--- config.mk ---
export PLATFORM = sky130hd
export DESIGN_NAME = dsm2_mod
export DESIGN_NICKNAME = d
export VERILOG_FILES = /design/src/rtl/dsm_pkg.sv /design/src/rtl/dsm_clamp.sv /design/src/rtl/dsm_integ.sv /design/src/rtl/dsm_out_reg.sv /design/src/rtl/dsm2_mod.sv
export SDC_FILE = /design/constraint.sdc
export NUM_CORES = 1
export LEC_CHECK = 0
export ABC_AREA = 1
export BUFFER_PORTS_ARGS = -buffer_cell sky130_fd_sc_hd__clkbuf_2
export CORE_UTILIZATION = 34
export DETAILED_ROUTE_END_ITERATION = 8
export PLACE_DENSITY = 0.52
export SKIP_CTS_REPAIR_TIMING = 1
export SLEW_MARGIN = 5
export SYNTH_ARGS = -nofsm -noshare
export SYNTH_HDL_FRONTEND = slang
export SYNTH_SLANG_ARGS = --single-unit
--- constraint.sdc ---
create_clock -name clk -period 6.34 [get_ports clk]
set_input_delay 0.634 -clock clk [delete_from_list [all_inputs] [get_ports clk]]
set_output_delay 0.634 -clock clk [all_outputs]
set_load 0.01 [all_outputs]
--- src/rtl/dsm_pkg.sv ---
package dsm_pkg;
  // Output override requested by the input conditioner
  typedef enum logic [1:0] {
    OVR_NONE = 2'd0,
    OVR_HIGH = 2'd1,
    OVR_LOW  = 2'd2
  } ovr_e;
endpackage

--- src/rtl/dsm_clamp.sv ---
module dsm_clamp
  import dsm_pkg::*;
#(
  parameter int IN_W      = 16,
  parameter int CLIP_CODE = 11796
) (
  input  logic signed [IN_W-1:0] din,
  output logic signed [IN_W-1:0] din_clamped,
  output ovr_e                   ovr
);
  localparam logic signed [IN_W-1:0] CLIP_P = IN_W'(CLIP_CODE);
  localparam logic signed [IN_W-1:0] CLIP_N = -CLIP_P;

  always_comb begin
    if (din >= CLIP_P) begin
      din_clamped = CLIP_P;
      ovr         = OVR_HIGH;
    end else if (din <= CLIP_N) begin
      din_clamped = CLIP_N;
      ovr         = OVR_LOW;
    end else begin
      din_clamped = din;
      ovr         = OVR_NONE;
    end
  end
endmodule

--- src/rtl/dsm_integ.sv ---
module dsm_integ #(
  parameter int ACC_W     = 24,
  parameter int DAC_LEVEL = 16384,
  parameter int FB_SHIFT  = 0
) (
  input  logic                    clk,
  input  logic                    rst,
  input  logic signed [ACC_W-1:0] term,
  input  logic                    fb,
  output logic signed [ACC_W-1:0] acc_q
);
  localparam int SW = ACC_W + 2;
  localparam logic signed [SW-1:0] STEP_P = SW'(DAC_LEVEL * (1 << FB_SHIFT));
  localparam logic signed [SW-1:0] STEP_N = -STEP_P;
  localparam logic signed [SW-1:0] SAT_HI = {{3{1'b0}}, {(ACC_W-1){1'b1}}};
  localparam logic signed [SW-1:0] SAT_LO = {{3{1'b1}}, {(ACC_W-1){1'b0}}};

  logic signed [SW-1:0]    acc_x, term_x, sum;
  logic signed [ACC_W-1:0] acc_d;

  assign acc_x  = {{2{acc_q[ACC_W-1]}}, acc_q};
  assign term_x = {{2{term[ACC_W-1]}}, term};

  always_comb begin
    sum = acc_x + term_x - (fb ? STEP_P : STEP_N);
    if (sum > SAT_HI)      acc_d = SAT_HI[ACC_W-1:0];
    else if (sum < SAT_LO) acc_d = SAT_LO[ACC_W-1:0];
    else                   acc_d = sum[ACC_W-1:0];
  end

  always_ff @(posedge clk) begin
    if (rst) acc_q <= '0;
    else     acc_q <= acc_d;
  end
endmodule

--- src/rtl/dsm_out_reg.sv ---
module dsm_out_reg
  import dsm_pkg::*;
(
  input  logic clk,
  input  logic rst,
  input  logic cmp_bit,
  input  ovr_e ovr,
  output logic data_out
);
  always_ff @(negedge clk) begin
    if (rst) begin
      data_out <= 1'b0;
    end else begin
      unique case (ovr)
        OVR_HIGH: data_out <= 1'b1;
        OVR_LOW:  data_out <= 1'b0;
        default:  data_out <= cmp_bit;
      endcase
    end
  end
endmodule

--- src/rtl/dsm2_mod.sv ---
module dsm2_mod
  import dsm_pkg::*;
#(
  parameter int IN_W      = 16,
  parameter int ACC_W     = 24,
  parameter int DAC_LEVEL = 16384,
  parameter int CLIP_CODE = 11796
) (
  input  logic                   clk,
  input  logic                   rst,
  input  logic signed [IN_W-1:0] din,
  output logic                   data_out
);
  localparam int NSTAGE = 2;
  localparam int EXT_W  = ACC_W - IN_W;

  logic signed [IN_W-1:0]  x_c;
  ovr_e                    ovr;
  logic signed [ACC_W-1:0] acc_q [NSTAGE];
  logic                    cmp_bit;

  dsm_clamp #(.IN_W(IN_W), .CLIP_CODE(CLIP_CODE)) u_clamp (
    .din(din), .din_clamped(x_c), .ovr(ovr)
  );

  // comparator: 1 when the last accumulator is non-negative
  assign cmp_bit = ~acc_q[NSTAGE-1][ACC_W-1];

  for (genvar s = 0; s < NSTAGE; s++) begin : g_stage
    logic signed [ACC_W-1:0] term;
    if (s == 0) begin : g_first
      assign term = {{EXT_W{x_c[IN_W-1]}}, x_c};
    end else begin : g_next
      assign term = acc_q[s-1];
    end
    dsm_integ #(
      .ACC_W(ACC_W), .DAC_LEVEL(DAC_LEVEL), .FB_SHIFT((s == 0) ? 0 : 1)
    ) u_integ (
      .clk(clk), .rst(rst), .term(term), .fb(cmp_bit), .acc_q(acc_q[s])
    );
  end

  dsm_out_reg u_out (
    .clk(clk), .rst(rst), .cmp_bit(cmp_bit), .ovr(ovr), .data_out(data_out)
  );
endmodule

==> results of run 1 <==
worst max path at each step:
stage                                         to    from  slack, ps
floorplan                         u_out.data_out  din[0]       1390
global placement    g_stage[0].u_integ.acc_q[21]  din[9]        630
detailed placement   g_stage[0].u_integ.acc_q[8]  din[9]        680
CTS                  g_stage[0].u_integ.acc_q[8]  din[9]        970
global route        g_stage[0].u_integ.acc_q[21]  din[0]        260
finish               g_stage[0].u_integ.acc_q[6]  din[9]        930
layout make-up:
type / instances / area share (%)
Tap cell: 211 / 4.50
Clock inverter: 4 / 0.469
Clock buffer: 5 / 2.13
Multi-Input combinational cell: 623 / 68.3
Inverter: 91 / 5.82
Sequential cell: 49 / 16.7
Timing Repair Buffer: 22 / 2.05
kinds of logic after synthesis:
kind of cell               count (synthesis)  synth area share, %
xor gates and xnor gates                  52                 8.34
AOI/OAI and AO/OA                        152                 16.4
DFF                                       49                 18.0
adders and majority gates                 71                 16.8
and+or+nand+nor                          348                 31.8
buffers and inverters                    110                 8.66
cells in the final DEF, fill, tap and decap left out, types with 5 or more instances in the layout:
master,netlist,final
nand2_1,177,177
inv_1,86,86
a21oi_1,76,76
ha_1,67,67
dfxtp_1,49,49
nor2_1,39,39
nand3_1,34,34
nand2_2,34,34
xor2_1,31,31
o21ai_0,26,26
xnor2_1,21,21
nand3_2,21,21
clkbuf_2,0,18
nor3_1,14,14
a21oi_2,13,13
nand4_1,8,8
inv_2,6,6
a31oi_1,6,6
o21bai_1,6,6
a21o_1,5,5
clkbuf_16,0,5
critical path: stages:
cell and delay [ps]:
clkbuf_2 110, nor3_1 210, a21oi_1 100, o21a_1 170, nor2_1 230, inv_1 220
nand2_1 100, nand2_1 60, ha_1 330, a21oi_1 170, nand2_1 110, a21oi_2 220
nand2_2 90, nand2_4 80, nand2_1 60, a21oi_1 260, o21ai_0 150, xor2_1 170
ha_1 340, a21oi_1 200, o21ai_0 150, a221oi_2 390, nand3_2 160, nand2_2 110
nand3_2 550, nand2_2 250
Yosys cell counts (3+ instances only):
library cell    n  area, µm²
xor2_1         31        272
a21o_1          5       37.5
o21ai_1         4       20.0
ha_1           67        838
clkbuf_1        7       26.3
nand2_1       177        664
buf_2           3       15.0
xnor2_1        21        184
buf_6           5       56.3
nand3_2        21        210
nor2_1         39        146
a21oi_1        76        380
nor3_1         14       70.1
inv_2           6       22.5
o21ai_0        26        130
nand3_1        34        170
o21bai_1        6       45.0
nand3b_2        4       45.0
nand4_1         8       50.1
inv_1          86        323
nand2_4         4       45.0
fa_1            4       80.1
a31oi_1         6       37.5
nand2_2        34        213
o211ai_1        3       22.5
dfxtp_1        49        981
a211oi_1        3       22.5
a21oi_2        13        114
registers in the layout, indices dropped and copies added (netlist names):
name                   cells
g_stage.u_integ.acc_q     48
u_out.data_out             1
metal layers:
metal  vias up  track usage [%]  share of wire, %
li1       2634                -                 -
met1      2223             27.1                53
met2        60             28.4                43
met3         7             2.04               3.1
met4         0             3.88              0.86
met5         -                0                 0
through the flow:
step                      hold slack, ps  instance area (µm²)  setup WS [ps]
after global placement               600                 5720            630
after global routing                 669                 5870            261
after detailed placement             604                 5720            681
after floorplan                      582                 5460           1390
after CTS                            626                 5870            974
final                                619                 5870            931
==> flow_summary.toml, run 1 <==
[clock_network]
path_clk_slew_ps = 80
cts_tree = "done"
ctsRootBufferMaster = "clkbuf_16"
cts_made_buffers = 5
clk_path_buf_depth = 2
clock_latency_ps = 370
ctsHtreeMaxLevel = 2
numClockSinks = 49

[sta]
worst_pin_slew_ps = 862
skew_ps = 71.1
relSlewSlack_pct = 42.5
period_share_pct = 85.3
fin_crit_ps = 5410
maxSlewViolCount = 0
rsz0062_at_grt = "false"
fin_setup_tns_ps = 0
fmax_mhz = 185
hold_viol = 0
setup_viol = 0

[synthesis]
synth_area_um2 = 5460
synth.avg_cell_area_um2 = 6.98
ys_ff_latch = 49
synth_cell_types = 46
ys_seq_area_share_pct = 18.0
yosysWarnings = 0
synth_edf_count = 0
dominantRegCellSynth = "dfxtp_1"
async_reset_ff_share_pct = 0
syn_nets = 871
synth_cells = 782

[finish]
drive_gt1_share_pct = 15.1
multiInputGateArea_um2 = 4010
instances_no_fill = 1005
antenna_cells = 0
fin_nets = 882
area_delta_synth_final_pct = 7.42
fillers = 1671
seq_area_um2 = 981
utilization_pct = 38.0

[die]
initial_core_util_pct = 35.4
rows = 45
io_pins = 19
core_area_um2 = 15400
die_x_um = 129
fp.dieH_um = 129
dieArea_um2 = 16600

[critical_path]
reg2reg_slack_ps = 1560
cp_max_fo = 20
cp-start-kind = "input pin"
endpoint_kind = "register"
reg2reg_depth = 3
critPathKind = "input pin to register"
worst_ep_required_time_ps = 6570
r2r-end = "u_out.data_out"
cp_data_arrival_time_ps = 5630
reg2reg_from = "g_stage[1].u_integ.acc_q[23]"

[route]
ant_nets = 0
routed_wl_mm = 14.1
avgRoutedWirePerCell_um = 14.1
num_vias = 4924
drt_iter0_markers = 243
drc = 0
via_per_inst = 4.90
firstDrtPassIters = 4

[place]
routabilityCongestion = 0.851
port_buffers = 18
dp_cells = 997
dp_hpwl_mm = 11.3

[worst_hold_path]
hold_depth = 3
hold_end = "g_stage[1].u_integ.acc_q[0]"
hold_start = "g_stage[1].u_integ.acc_q[0]"
worstHoldPathType = "register to register"

[global_route]
grt_pass1_vias = 4806
antenna_found_initial = 0
grt_pass1_wl_mm = 23.9
grt_max_degree = 27
track_usage_pct = 18.3
grt_overflow_total = 0

[run_status]
status = "finished, final reports clean"

[job]
max_cap_viol_count = 0
Power of run 1 is left out: the tool's default activity adds up to more than one toggle a clock period on the data nets, which glitch-free logic cannot reach.
==> run 2: changes to the inputs <==
Settings changed: CORE_UTILIZATION 34 to 50, PLACE_DENSITY 0.52 to 0.69.
Clock period 6.34 ns to 6.2 ns, I/O delays scaled along.
==> run 2 against run 1 <==
Wire length is 7.4% lower. Die area decreased by 32%. Sequential share of layout area grew 0.42 points. Global-route usage rose by 5.5 points. Core utilization is 17 points higher. Non-clock buffer count did not move. Via count increased by 1.5%. Cell area shrank 2.5%. Largest cell class unchanged. Highest routed layer unchanged.
==> flow_summary.toml, run 2 (synthesis gave the netlist of run 1 again) <==
[global_route]
antenna_found_initial = 0
track_usage_pct = 23.8
grt_overflow_total = 0
grt_max_degree = 28
grt_pass1_wl_mm = 21.7
grt_pass1_vias = 4699

[route]
drc = 0
via_per_inst = 5.38
avgRoutedWirePerCell_um = 14.1
routed_wl_mm = 13.1
drt_iter0_markers = 315
ant_nets = 0
firstDrtPassIters = 6
num_vias = 5000

[critical_path]
reg2reg_depth = 22
critPathMaxStageDelay_ps = 450
critPathKind = "input pin to register"
reg2reg_slack_ps = 1820
critPathSlowestCell = "nand3_2"
r2r-end = "g_stage[1].u_integ.acc_q[16]"
cp-start-kind = "input pin"
worst_ep_required_time_ps = 6450
cp_max_fo = 20
endpoint_kind = "register"
reg2reg_from = "g_stage[0].u_integ.acc_q[0]"
worst_path_most_repeated_cell = "nand2_2"
cp_data_arrival_time_ps = 5710

[clock_network]
clock_latency_ps = 360
ctsHtreeMaxLevel = 2
cts_made_buffers = 5
path_clk_slew_ps = 100
clk_path_buf_depth = 2
ctsRootBufferMaster = "clkbuf_8"
cts_tree = "done"
numClockSinks = 49

[place]
routabilityCongestion = 0.942
dp_hpwl_mm = 10.7
port_buffers = 18
placed_area_um2 = 5620

[sta]
rsz0062_at_grt = "false"
fin_crit_ps = 5460
period_share_pct = 88.0
fin_setup_tns_ps = 0
relSlewSlack_pct = 58.2
worst_pin_slew_ps = 625
hold_viol = 0
fmax_mhz = 183
setup_viol = 0
skew_ps = 53.8
maxSlewViolCount = 0

[worst_hold_path]
hold_start = "g_stage[1].u_integ.acc_q[0]"
hold_end = "g_stage[1].u_integ.acc_q[0]"
worstHoldPathType = "register to register"
hold_depth = 3

[finish]
fin_nets = 882
regMostFlops = "g_stage.u_integ.acc_q"
layout_commonest_cell = "nand2_1"
fillers = 1044
drive_gt1_share_pct = 15.1
stdcell_area_um2 = 5720
largest_reg_flops = 48
most-common-layout-cells = "nand2_1, inv_1, a21oi_1"
reg_top3 = "g_stage.u_integ.acc_q (48), u_out.data_out (1)"
area_delta_synth_final_pct = 4.77
antenna_cells = 0

[run_status]
status = "finished, final reports clean"

[die]
core_area_um2 = 10500
initial_core_util_pct = 52.2
fp.dieH_um = 107
io_pins = 19
dieArea_um2 = 11300
die_x_um = 107
rows = 37

[job]
max_cap_viol_count = 0
run 2: cell counts in the layout (fill, tap and decap cells not counted):
No cell type changed its count.
run 2: stage by stage:
stage | setup WS (ps) | hold slack, ps | instances | util, %
global route | 314 | 692 | 930 | 54.7
finish | 743 | 627 | 930 | 54.7
CTS | 736 | 631 | 930 | 54.7
global placement | 561 | 588 | 922 | 53.7
floorplan | 1340 | 582 | 782 | -
detailed placement | 419 | 607 | 922 | 53.7
run 2: area by class of cell:
cell class / count / area (µm²) / share of cell area (%)
clock inverter: 4 / 32.5 / 0.569
sequential: 49 / 981 / 17.1
clock buffer: 5 / 68.8 / 1.20
timing repair buffer: 22 / 120 / 2.10
multi-input combinational: 623 / 4010 / 70.0
inverter: 91 / 342 / 5.97
tap: 136 / 170 / 2.97
run 2: per-layer routing:
layer  part of all wire [%]  GRT usage, %  up-vias  wire length (µm)
met5                      0             0        -                 0
met4                   0.92          4.70        0               121
met3                    3.8          1.53       12               498
met2                     45          39.1      112              5840
met1                     51          34.2     2246              6650
li1                       -             -     2630                 -
run 2: worst max-delay path, delay by kind of cell:
| family | cells | cell delay, ps |
|---|---|---|
| fa+ha+maj | 3 | 900 |
| buf+inv | 4 | 510 |
| simple gates | 15 | 2170 |
| xor+xnor | 1 | 200 |
| compound gates | 7 | 1270 |
run 2: how the worst max path moves through the flow:
stage                       from                           end  slack [ps]  cells after the start
final                     din[7]   g_stage[0].u_integ.acc_q[2]         740                     30
after global routing      din[7]  g_stage[0].u_integ.acc_q[12]         310                     30
after CTS                 din[7]  g_stage[0].u_integ.acc_q[12]         740                     30
after detailed placement  din[7]  g_stage[0].u_integ.acc_q[12]         420                     30
after global placement    din[7]   g_stage[0].u_integ.acc_q[5]         560                     30
after floorplan           din[0]                u_out.data_out        1340                     10
Power of run 2 is left out for the same reason.
==> run 3: changes to the inputs <==
Settings changed: PLACE_DENSITY 0.69 to 0.71.
==> run 3 against run 2 <==
Global-route usage up 0.35 points. Clock-buffer cell count increased by 1. Fmax up 1.2%. Setup slack improved by 65 ps. Register-to-register slack worse by 260 ps. Flip-flop and latch count did not move. Via count up 2.0%. Final cell count stayed put. Wire length grew 3.0%. Worst hold slack better by 9.4 ps. First-iteration DRC count down 4.8%. Core utilization increased by 0.096 points.
==> flow_summary.toml, run 3 (synthesis gave the netlist of run 1 again) <==
[sta]
setup_viol = 0
fin_crit_ps = 5390
relSlewSlack_pct = 44.1
fmax_mhz = 185
skew_ps = 51.5
fin_setup_tns_ps = 0
hold_viol = 0
maxSlewViolCount = 0
rsz0062_at_grt = "false"
worst_pin_slew_ps = 837
period_share_pct = 87.0

[job]
max_cap_viol_count = 0

[die]
die_x_um = 107
rows = 37
io_pins = 19
fp.dieH_um = 107
core_area_um2 = 10500
dieArea_um2 = 11300
initial_core_util_pct = 52.2

[clock_network]
clock_latency_ps = 370
cts_made_buffers = 5
ctsHtreeMaxLevel = 2
ctsRootBufferMaster = "clkbuf_8"
clk_path_buf_depth = 2
numClockSinks = 49
cts_tree = "done"
path_clk_slew_ps = 100

[finish]
area_delta_synth_final_pct = 4.95
fin_nets = 882
antenna_cells = 0
layout_commonest_cell = "nand2_1"
most-common-layout-cells = "nand2_1, inv_1, a21oi_1"
reg_top3 = "g_stage.u_integ.acc_q (48), u_out.data_out (1)"
regMostFlops = "g_stage.u_integ.acc_q"
largest_reg_flops = 48
stdcell_area_um2 = 5730
drive_gt1_share_pct = 15.1

[route]
num_vias = 5099
m1WireLength_mm = 6.56
routed_wl_mm = 13.5
drc = 0
highest_layer = "met4"
wl_met2_mm = 6.34
met3_length_um = 433
firstDrtPassIters = 4
ant_nets = 0
via_per_inst = 5.48
avgRoutedWirePerCell_um = 14.5
drt_iter0_markers = 300

[worst_hold_path]
worstHoldPathType = "register to register"
hold_start = "g_stage[1].u_integ.acc_q[0]"

[critical_path]
cp-start-kind = "input pin"
critPathKind = "input pin to register"
critPathSlowestCell = "nand3_2"
endpoint_kind = "register"
cp_data_arrival_time_ps = 5640
cp_max_fo = 20
worst_path_most_repeated_cell = "nand2_1"
worst_ep_required_time_ps = 6450
critPathMaxStageDelay_ps = 520
crit_path_start = "din[9]"
reg2reg_from = "g_stage[1].u_integ.acc_q[23]"

[place]
routabilityCongestion = 0.975
placed_area_um2 = 5620
dp_hpwl_mm = 10.7
port_buffers = 18

[global_route]
grt_overflow_total = 0
track_usage_pct = 24.1
antenna_found_initial = 0
grt_pass1_vias = 4789
grt_max_degree = 27
grt_pass1_wl_mm = 22.0

[run_status]
status = "finished, final reports clean"
## run 3: cell count changes in the layout (fill, tap and decap cells not counted)
cell       change
clkbuf_16      +1
clkinv_4       -1
inv_8          -1
clkinv_2       +1
## run 3: cell type report
type                            instances  area, µm²
Timing Repair Buffer                   22        120
Clock buffer                            6       93.8
Tap cell                              136        170
Multi-Input combinational cell        623       4010
Sequential cell                        49        981
Fill cell                            1097       4730
Inverter                               91        342
Clock inverter                          3       17.5
## run 3: worst max-delay path: cells and delay by family
| family | cells | cell delay [ps] |
|---|---|---|
| simple gates | 16 | 2330 |
| compound gates | 7 | 1490 |
| buf+inv | 3 | 380 |
| xor+xnor | 1 | 150 |
| fa+ha+maj | 2 | 650 |
## run 3: through the flow
stage	util (%)	hold slack, ps	std cells	worst slack (ps)
2_1_floorplan	-	582	782	1340
3_3_place_gp	53.7	591	922	653
3_5_place_dp	53.7	611	922	546
4_1_cts	54.8	640	930	868
5_1_grt	54.8	692	930	423
6_report	54.8	636	930	807
## run 3: worst paths after layout
check | end | slack (ps) | cells after the start
worst min-delay path | g_stage[1].u_integ.acc_q[0] | 640 | 3
worst max-delay path | g_stage[0].u_integ.acc_q[6] | 810 | 29
worst min register to register | g_stage[1].u_integ.acc_q[0] | 640 | 3
worst max register to register | u_out.data_out | 1560 | 3
## run 3: layer usage
metal / GRT usage [%] / up-vias
met4: 5.19 / 0
met2: 41.5 / 78
li1: - / 2629
met5: 0 / -
met3: 2.27 / 13
met1: 32.7 / 2379
Power of run 3 is left out for the same reason.
